`config.mk`:
```
export PLATFORM = sky130hd
export DESIGN_NAME = cfg_access_bridge
export DESIGN_NICKNAME = d
export VERILOG_FILES = /design/src/rtl/cfgb_pkg.sv /design/src/rtl/cfgb_decode.sv /design/src/rtl/cfgb_lane_merge.sv /design/src/rtl/cfgb_ctrl.sv /design/src/rtl/cfg_access_bridge.sv
export SDC_FILE = /design/constraint.sdc
export NUM_CORES = 1
export LEC_CHECK = 0
export ABC_AREA = 1
export BUFFER_PORTS_ARGS = -buffer_cell sky130_fd_sc_hd__buf_2
export CAP_MARGIN = 25
export CORE_MARGIN = 4
export CORE_UTILIZATION = 24
export DETAILED_ROUTE_END_ITERATION = 10
export SETUP_SLACK_MARGIN = 0.3
export SLEW_MARGIN = 20
export SYNTH_ARGS = -nofsm -noshare
export SYNTH_HDL_FRONTEND = slang
export SYNTH_SLANG_ARGS = --single-unit
```
`constraint.sdc`:
```
create_clock -name clk -period 3.6 [get_ports clk]
set_input_delay 0.36 -clock clk [delete_from_list [all_inputs] [get_ports clk]]
set_output_delay 0.36 -clock clk [all_outputs]
set_load 0.005 [all_outputs]
```
`src/rtl/cfgb_pkg.sv`:
```
package cfgb_pkg;
  localparam int CFG_DW     = 32;
  localparam int CFG_LANES  = CFG_DW / 8;
  localparam int CFG_LANE_W = $clog2(CFG_LANES);

  typedef enum logic [1:0] {
    CST_OK       = 2'b00,
    CST_NOTFOUND = 2'b01,
    CST_BADSIZE  = 2'b10
  } cfg_status_e;

  typedef enum logic [2:0] {
    ST_IDLE,
    ST_DECIDE,
    ST_LINK_REQ,
    ST_LINK_WAIT,
    ST_RD_REQ,
    ST_RD_WAIT,
    ST_WR,
    ST_RESP
  } cfg_state_e;
endpackage

```
`src/rtl/cfgb_decode.sv`:
```
module cfgb_decode import cfgb_pkg::*; #(
  parameter int BUS_W    = 8,
  parameter int DEVFN_W  = 8,
  parameter int OFS_W    = 12,
  parameter int SIZE_W   = 3,
  parameter int DOWN_BUS = 1
) (
  input  logic [BUS_W-1:0]            bus,
  input  logic [DEVFN_W-1:0]          devfn,
  input  logic [OFS_W-1:0]            offset,
  input  logic [SIZE_W-1:0]           size,
  output logic                        tgt_ok,
  output logic                        down_sel,
  output logic                        size_ok,
  output logic [CFG_LANE_W-1:0]       lane,
  output logic [OFS_W-CFG_LANE_W-1:0] word_addr,
  output logic [CFG_DW-1:0]           mask
);
  logic is_root;
  logic pow2;
  int   lo;
  int   hi;

  assign lane      = offset[CFG_LANE_W-1:0];
  assign word_addr = offset[OFS_W-1:CFG_LANE_W];
  assign is_root   = (bus == '0);
  assign down_sel  = (bus == BUS_W'(DOWN_BUS));
  assign tgt_ok    = (is_root || down_sel) && (devfn == '0);
  assign pow2      = (size != '0) && ((size & (size - SIZE_W'(1))) == '0);

  always_comb begin
    lo      = int'(lane);
    hi      = lo + int'(size);
    size_ok = pow2 && (int'(size) <= CFG_LANES) && (hi <= CFG_LANES);
    for (int b = 0; b < CFG_LANES; b++) begin
      mask[b*8 +: 8] = ((b >= lo) && (b < hi)) ? 8'hFF : 8'h00;
    end
  end
endmodule

```
`src/rtl/cfgb_lane_merge.sv`:
```
module cfgb_lane_merge import cfgb_pkg::*; (
  input  logic [CFG_DW-1:0]     word,
  input  logic [CFG_DW-1:0]     wdata,
  input  logic [CFG_LANE_W-1:0] lane,
  input  logic [CFG_DW-1:0]     mask,
  output logic [CFG_DW-1:0]     rd_just,
  output logic [CFG_DW-1:0]     wr_merged
);
  localparam int SH_W = CFG_LANE_W + 3;

  logic [SH_W-1:0]   shamt;
  logic [CFG_DW-1:0] wsh;

  assign shamt   = {lane, 3'b000};
  assign rd_just = (word & mask) >> shamt;
  assign wsh     = wdata << shamt;

  for (genvar g = 0; g < CFG_LANES; g++) begin : g_lane
    assign wr_merged[g*8 +: 8] = mask[g*8] ? wsh[g*8 +: 8] : word[g*8 +: 8];
  end
endmodule

```
`src/rtl/cfgb_ctrl.sv`:
```
module cfgb_ctrl import cfgb_pkg::*; (
  input  logic        clk,
  input  logic        rst_n,
  input  logic        req_fire,
  input  logic        tgt_ok,
  input  logic        size_ok,
  input  logic        down_sel,
  input  logic        is_write,
  input  logic        link_bit,
  output cfg_state_e  state_q,
  output cfg_status_e status_q
);
  cfg_state_e  state_d;
  cfg_status_e status_d;

  always_comb begin
    state_d  = state_q;
    status_d = status_q;
    unique case (state_q)
      ST_IDLE: begin
        if (req_fire) begin
          state_d  = ST_DECIDE;
          status_d = CST_OK;
        end
      end
      ST_DECIDE: begin
        if (!tgt_ok) begin
          status_d = CST_NOTFOUND;
          state_d  = ST_RESP;
        end else if (!size_ok) begin
          status_d = CST_BADSIZE;
          state_d  = ST_RESP;
        end else if (down_sel) begin
          state_d  = ST_LINK_REQ;
        end else begin
          state_d  = ST_RD_REQ;
        end
      end
      ST_LINK_REQ:  state_d = ST_LINK_WAIT;
      ST_LINK_WAIT: begin
        if (link_bit) begin
          state_d = ST_RD_REQ;
        end else begin
          status_d = CST_NOTFOUND;
          state_d  = ST_RESP;
        end
      end
      ST_RD_REQ:  state_d = ST_RD_WAIT;
      ST_RD_WAIT: state_d = is_write ? ST_WR : ST_RESP;
      ST_WR:      state_d = ST_RESP;
      ST_RESP:    state_d = ST_IDLE;
      default:    state_d = ST_IDLE;
    endcase
  end

  always_ff @(posedge clk) begin
    if (!rst_n) begin
      state_q  <= ST_IDLE;
      status_q <= CST_OK;
    end else begin
      state_q  <= state_d;
      status_q <= status_d;
    end
  end
endmodule

```
`src/rtl/cfg_access_bridge.sv`:
```
module cfg_access_bridge import cfgb_pkg::*; #(
  parameter int BUS_W    = 8,
  parameter int DEVFN_W  = 8,
  parameter int OFS_W    = 12,
  parameter int SIZE_W   = 3,
  parameter int DOWN_BUS = 1,
  parameter int LINK_OFS = 'h80,
  parameter int LINK_BIT = 29
) (
  input  logic                        clk,
  input  logic                        rst_n,
  input  logic                        req_valid,
  output logic                        req_ready,
  input  logic                        req_write,
  input  logic [BUS_W-1:0]            req_bus,
  input  logic [DEVFN_W-1:0]          req_devfn,
  input  logic [OFS_W-1:0]            req_offset,
  input  logic [SIZE_W-1:0]           req_size,
  input  logic [CFG_DW-1:0]           req_wdata,
  output logic                        rsp_done,
  output logic [CFG_DW-1:0]           rsp_data,
  output logic [1:0]                  rsp_status,
  output logic                        loc_en,
  output logic                        loc_we,
  output logic [OFS_W-CFG_LANE_W-1:0] loc_addr,
  output logic [CFG_DW-1:0]           loc_wdata,
  input  logic [CFG_DW-1:0]           loc_rdata,
  output logic                        dn_en,
  output logic                        dn_we,
  output logic [OFS_W-CFG_LANE_W-1:0] dn_addr,
  output logic [CFG_DW-1:0]           dn_wdata,
  input  logic [CFG_DW-1:0]           dn_rdata
);
  localparam int WIN_AW = OFS_W - CFG_LANE_W;
  localparam logic [OFS_W-1:0]  LINK_BYTE = OFS_W'(LINK_OFS);
  localparam logic [WIN_AW-1:0] LINK_WORD = LINK_BYTE[OFS_W-1:CFG_LANE_W];

  // latched request
  logic               rq_write;
  logic [BUS_W-1:0]   rq_bus;
  logic [DEVFN_W-1:0] rq_devfn;
  logic [OFS_W-1:0]   rq_offset;
  logic [SIZE_W-1:0]  rq_size;
  logic [CFG_DW-1:0]  rq_wdata;
  logic [CFG_DW-1:0]  word_q;

  logic                  req_fire;
  logic                  tgt_ok;
  logic                  down_sel;
  logic                  size_ok;
  logic [CFG_LANE_W-1:0] lane;
  logic [WIN_AW-1:0]     word_addr;
  logic [CFG_DW-1:0]     mask;
  logic [CFG_DW-1:0]     rd_just;
  logic [CFG_DW-1:0]     wr_merged;
  logic                  win_access;
  cfg_state_e            state_q;
  cfg_status_e           status_q;

  assign req_ready = (state_q == ST_IDLE);
  assign req_fire  = req_valid && req_ready;

  always_ff @(posedge clk) begin
    if (!rst_n) begin
      rq_write  <= 1'b0;
      rq_bus    <= '0;
      rq_devfn  <= '0;
      rq_offset <= '0;
      rq_size   <= '0;
      rq_wdata  <= '0;
    end else if (req_fire) begin
      rq_write  <= req_write;
      rq_bus    <= req_bus;
      rq_devfn  <= req_devfn;
      rq_offset <= req_offset;
      rq_size   <= req_size;
      rq_wdata  <= req_wdata;
    end
  end

  cfgb_decode #(
    .BUS_W    (BUS_W),
    .DEVFN_W  (DEVFN_W),
    .OFS_W    (OFS_W),
    .SIZE_W   (SIZE_W),
    .DOWN_BUS (DOWN_BUS)
  ) u_decode (
    .bus       (rq_bus),
    .devfn     (rq_devfn),
    .offset    (rq_offset),
    .size      (rq_size),
    .tgt_ok    (tgt_ok),
    .down_sel  (down_sel),
    .size_ok   (size_ok),
    .lane      (lane),
    .word_addr (word_addr),
    .mask      (mask)
  );

  cfgb_ctrl u_ctrl (
    .clk      (clk),
    .rst_n    (rst_n),
    .req_fire (req_fire),
    .tgt_ok   (tgt_ok),
    .size_ok  (size_ok),
    .down_sel (down_sel),
    .is_write (rq_write),
    .link_bit (loc_rdata[LINK_BIT]),
    .state_q  (state_q),
    .status_q (status_q)
  );

  // word captured from the selected window one cycle after the read
  always_ff @(posedge clk) begin
    if (!rst_n) begin
      word_q <= '0;
    end else if (state_q == ST_RD_WAIT) begin
      word_q <= down_sel ? dn_rdata : loc_rdata;
    end
  end

  cfgb_lane_merge u_merge (
    .word      (word_q),
    .wdata     (rq_wdata),
    .lane      (lane),
    .mask      (mask),
    .rd_just   (rd_just),
    .wr_merged (wr_merged)
  );

  assign win_access = (state_q == ST_RD_REQ) || (state_q == ST_WR);

  assign loc_en    = (state_q == ST_LINK_REQ) || (win_access && !down_sel);
  assign loc_we    = (state_q == ST_WR) && !down_sel;
  assign loc_addr  = (state_q == ST_LINK_REQ) ? LINK_WORD : word_addr;
  assign loc_wdata = wr_merged;

  assign dn_en    = win_access && down_sel;
  assign dn_we    = (state_q == ST_WR) && down_sel;
  assign dn_addr  = word_addr;
  assign dn_wdata = wr_merged;

  assign rsp_done   = (state_q == ST_RESP);
  assign rsp_status = status_q;
  always_comb begin
    if (status_q != CST_OK) rsp_data = '1;
    else if (rq_write)      rsp_data = '0;
    else                    rsp_data = rd_just;
  end
endmodule

```
==> flow_metrics.env <==
export IMPL_period_minus_slack_ns=3.06
export IMPL_synthMuxAreaShare_pct=1.44
export IMPL_cp_start_kind="register"
export IMPL_hold_class="input pin to register"
export IMPL_drt_total_wl_um=26000
export IMPL_synth_distinct_cells=38
export IMPL_dieArea_sq_um=28600
export IMPL_syn_area_sq_um=6240
export IMPL_place_inst=1450
export IMPL_die_h_um=169
export IMPL_clk_pin_slew_ns=0.08
export IMPL_cts_buffers=9
export IMPL_htree_levels=3
export IMPL_wl_per_cell_um=17.7
export IMPL_cp_startpoint="rq_offset[0]"
export IMPL_synth_edf_count=0
export IMPL_synth_compound_gate_area_share_pct=21.2
export IMPL_drt_iter0_markers=437
export IMPL_hold_viol_final=0
export IMPL_period_share_pct=85.0
export IMPL_area_delta_synth_final_pct=24.4
export IMPL_rr_startpoint="rq_size[0]"
export IMPL_dr_pass1_iters=5
export IMPL_gr_total_overflow=0
export IMPL_drtAntennaViolNets=0
export IMPL_grt_usage_pct=17.5
export IMPL_yosys_top_cells_area="dfxtp_1, nand2_1, nand3_1"
export IMPL_synth_top_family_by_area="simple AND/OR/NAND/NOR gates"
export IMPL_cp_required_ns=3.24
export IMPL_setup_violations=0
export IMPL_crit_fanout=31
export IMPL_reg2regPathDepth=11
export IMPL_post_cts_setup_buffer_count=0
export IMPL_postSynthCellCount=948
export IMPL_slew_viol_final=0
export IMPL_drive_gt1_share_pct=28.5
export IMPL_synth_top_area_cell="dfxtp_1"
export IMPL_synth_simple_gate_area_share_pct=28.3
export IMPL_die_x_um=169
export IMPL_powerDensity_nw_per_um2=848
export IMPL_io_buffer_count=254
export IMPL_synth_xor_area_share_pct=0.140
export IMPL_yosys_area_top_type_share_pct=32.4
export IMPL_cts_hold_buffers_added=0
export IMPL_fin_setup_tns_ns=0
export IMPL_worst_r2r_setup_slack_ns=1.23
export IMPL_syn_num_nets=1082
export IMPL_skew_ns=0.00691
export IMPL_viasPerCell=4.78
export IMPL_critical_path_arrival_ns=2.70
export IMPL_fp_row_count=58
export IMPL_p_leak_nw=3.90
export IMPL_clock_fmax_ghz=0.327
export IMPL_antenna_found_initial=7
export IMPL_rsz0062_at_grt="false"
export IMPL_endpoint_kind="output pin"
export IMPL_reg2reg_to="u_ctrl.state_q[0]"
export IMPL_min_path_cells=3
export IMPL_cts_buffer_depth=2
export IMPL_final_cells=1468
export IMPL_ys_ff_latch=101
export IMPL_critPathKind="register to output pin"
export IMPL_synth_flop_cell="dfxtp_1"
export IMPL_synth_area_per_cell_sq_um=6.58
export IMPL_use_met2_pct=29.7
export IMPL_cts_resized=0
export IMPL_final_cell_mix="buf_2, nand2_1, nand3_1, dfxtp_1, inv_1"
export IMPL_tritoncts="done"
export IMPL_insertion_delay_ns=0.36
export IMPL_max_cap_viol_count=0
export IMPL_relSlewSlack_pct=36.5
export IMPL_post_dp_hpwl_um=20400
export IMPL_status="complete, no violations"
export IMPL_core_area_sq_um=25400
export IMPL_yosys_warnings=0
export IMPL_pin_count=255
export IMPL_final_common_cell="buf_2"
export IMPL_vdd_drop_max_mv=0.302
export IMPL_grt_start_max_net_pins=70
export IMPL_grt_busiest_layer="met2"
export IMPL_synth_async_reset_ratio_pct=0
export IMPL_endpoint="dn_wdata[0]"
export IMPL_start_util_pct=24.6
export IMPL_vias=7022
export IMPL_seq_area_frac_synth_pct=32.4
export IMPL_grtUsageMet1_pct=21.7
export IMPL_drc_errors=0
export IMPL_grt_pass1_vias=6700
export IMPL_clockRootBuffer="clkbuf_16"
export IMPL_worst_slew_pin_slew_ns=0.950
export IMPL_fin_nets=1266
export IMPL_grt_pass1_wl_um=39000
export IMPL_clock_sinks=101
export IMPL_gp_congestion=0.859
export IMPL_synthAdderAreaFrac_pct=0.722
export IMPL_met3_usage_pct=5.57
## Yosys cell counts (2+ instances only)
cell / number
nand2_4: 4
nor3_1: 2
o21ai_0: 74
buf_2: 15
inv_1: 99
nand3_2: 2
buf_6: 8
nor2_2: 3
nor4_1: 2
dfxtp_1: 101
nand4_1: 9
ha_1: 2
inv_2: 7
mux2_1: 3
nand3_1: 113
buf_4: 38
o21ai_1: 4
o22ai_1: 7
o211ai_1: 31
nor2_1: 26
a21oi_1: 93
clkbuf_1: 34
o21ai_2: 10
nand2_1: 233
o221ai_1: 8
nand2_2: 6
mux2_4: 3
## stage by stage
step	area [sq um]	power (mW)	utilization (%)	hold WS [ns]	setup slack (ns)
floorplan	6240	4.30	-	0.429	0.980
global placement	7460	5.67	29.4	0.445	0.968
detailed placement	7460	5.67	29.4	0.450	0.947
CTS	7730	6.64	30.4	0.258	0.554
global route	7760	7.13	30.5	0.264	0.382
finish	7760	6.58	30.5	0.266	0.542
## layer usage
layer / share of wire (%) / wire [um]
met1: 42 / 11000
met5: 0.27 / 69
met4: 1.8 / 459
met3: 8.4 / 2200
met2: 47 / 12300
## power by group
part	switching, mW	leakage (nW)	total (mW)	internal (mW)
combinational	2.59	2.95	3.95	1.36
sequential	0.263	0.827	1.69	1.42
clock	0.472	0.129	0.941	0.469
## how the worst min path moves through the flow
stage | from | to | slack (ns)
final | req_devfn[1] | rq_devfn[1] | 0.27
after global routing | req_offset[11] | rq_offset[11] | 0.26
after CTS | req_offset[11] | rq_offset[11] | 0.26
after detailed placement | rq_bus[3] | rq_bus[3] | 0.45
after global placement | rq_bus[2] | rq_bus[2] | 0.45
after floorplan | rq_bus[2] | rq_bus[2] | 0.43
## sequential cells by signal, summed over array words and instances, names as in the netlist
register and flops:
rq_wdata 32, rq_write 1, rq_devfn 8, word_q 32
u_ctrl.status_q 2, u_ctrl.state_q 3, rq_size 3, rq_offset 12
rq_bus 8
## cell families (layout without fill, tap and decap cells)
logic type               after synthesis  count (layout)
AO/OA/AOI/OAI                        231             231
XOR/XNOR                               1               1
adder cells (fa/ha/maj)                3               3
buffers and inverters                203             392
flip-flops                           101             101
multiplexers                           7               7
other                                  0               1
AND/OR/NAND/NOR                      402             402
## cell type report
| cell class | instances | area [sq um] |
|---|---|---|
| Timing Repair Buffer | 269 | 1410 |
| Antenna cell | 1 | 2.50 |
| Sequential cell | 101 | 2020 |
| Inverter | 107 | 404 |
| Tap cell | 330 | 413 |
| Clock buffer | 10 | 229 |
| Clock inverter | 6 | 38.8 |
| Multi-Input combinational cell | 644 | 3240 |
| Fill cell | 2871 | 17600 |
## critical path, stage by stage (launching register included)
cell and delay (ns):
dfxtp_1 0.31, buf_4 0.23, inv_2 0.30, nand2_2 0.32, inv_2 0.34, nand2_4 0.18, o21ai_0 0.43, buf_2 0.20
Power figures use the tool's default switching activity.
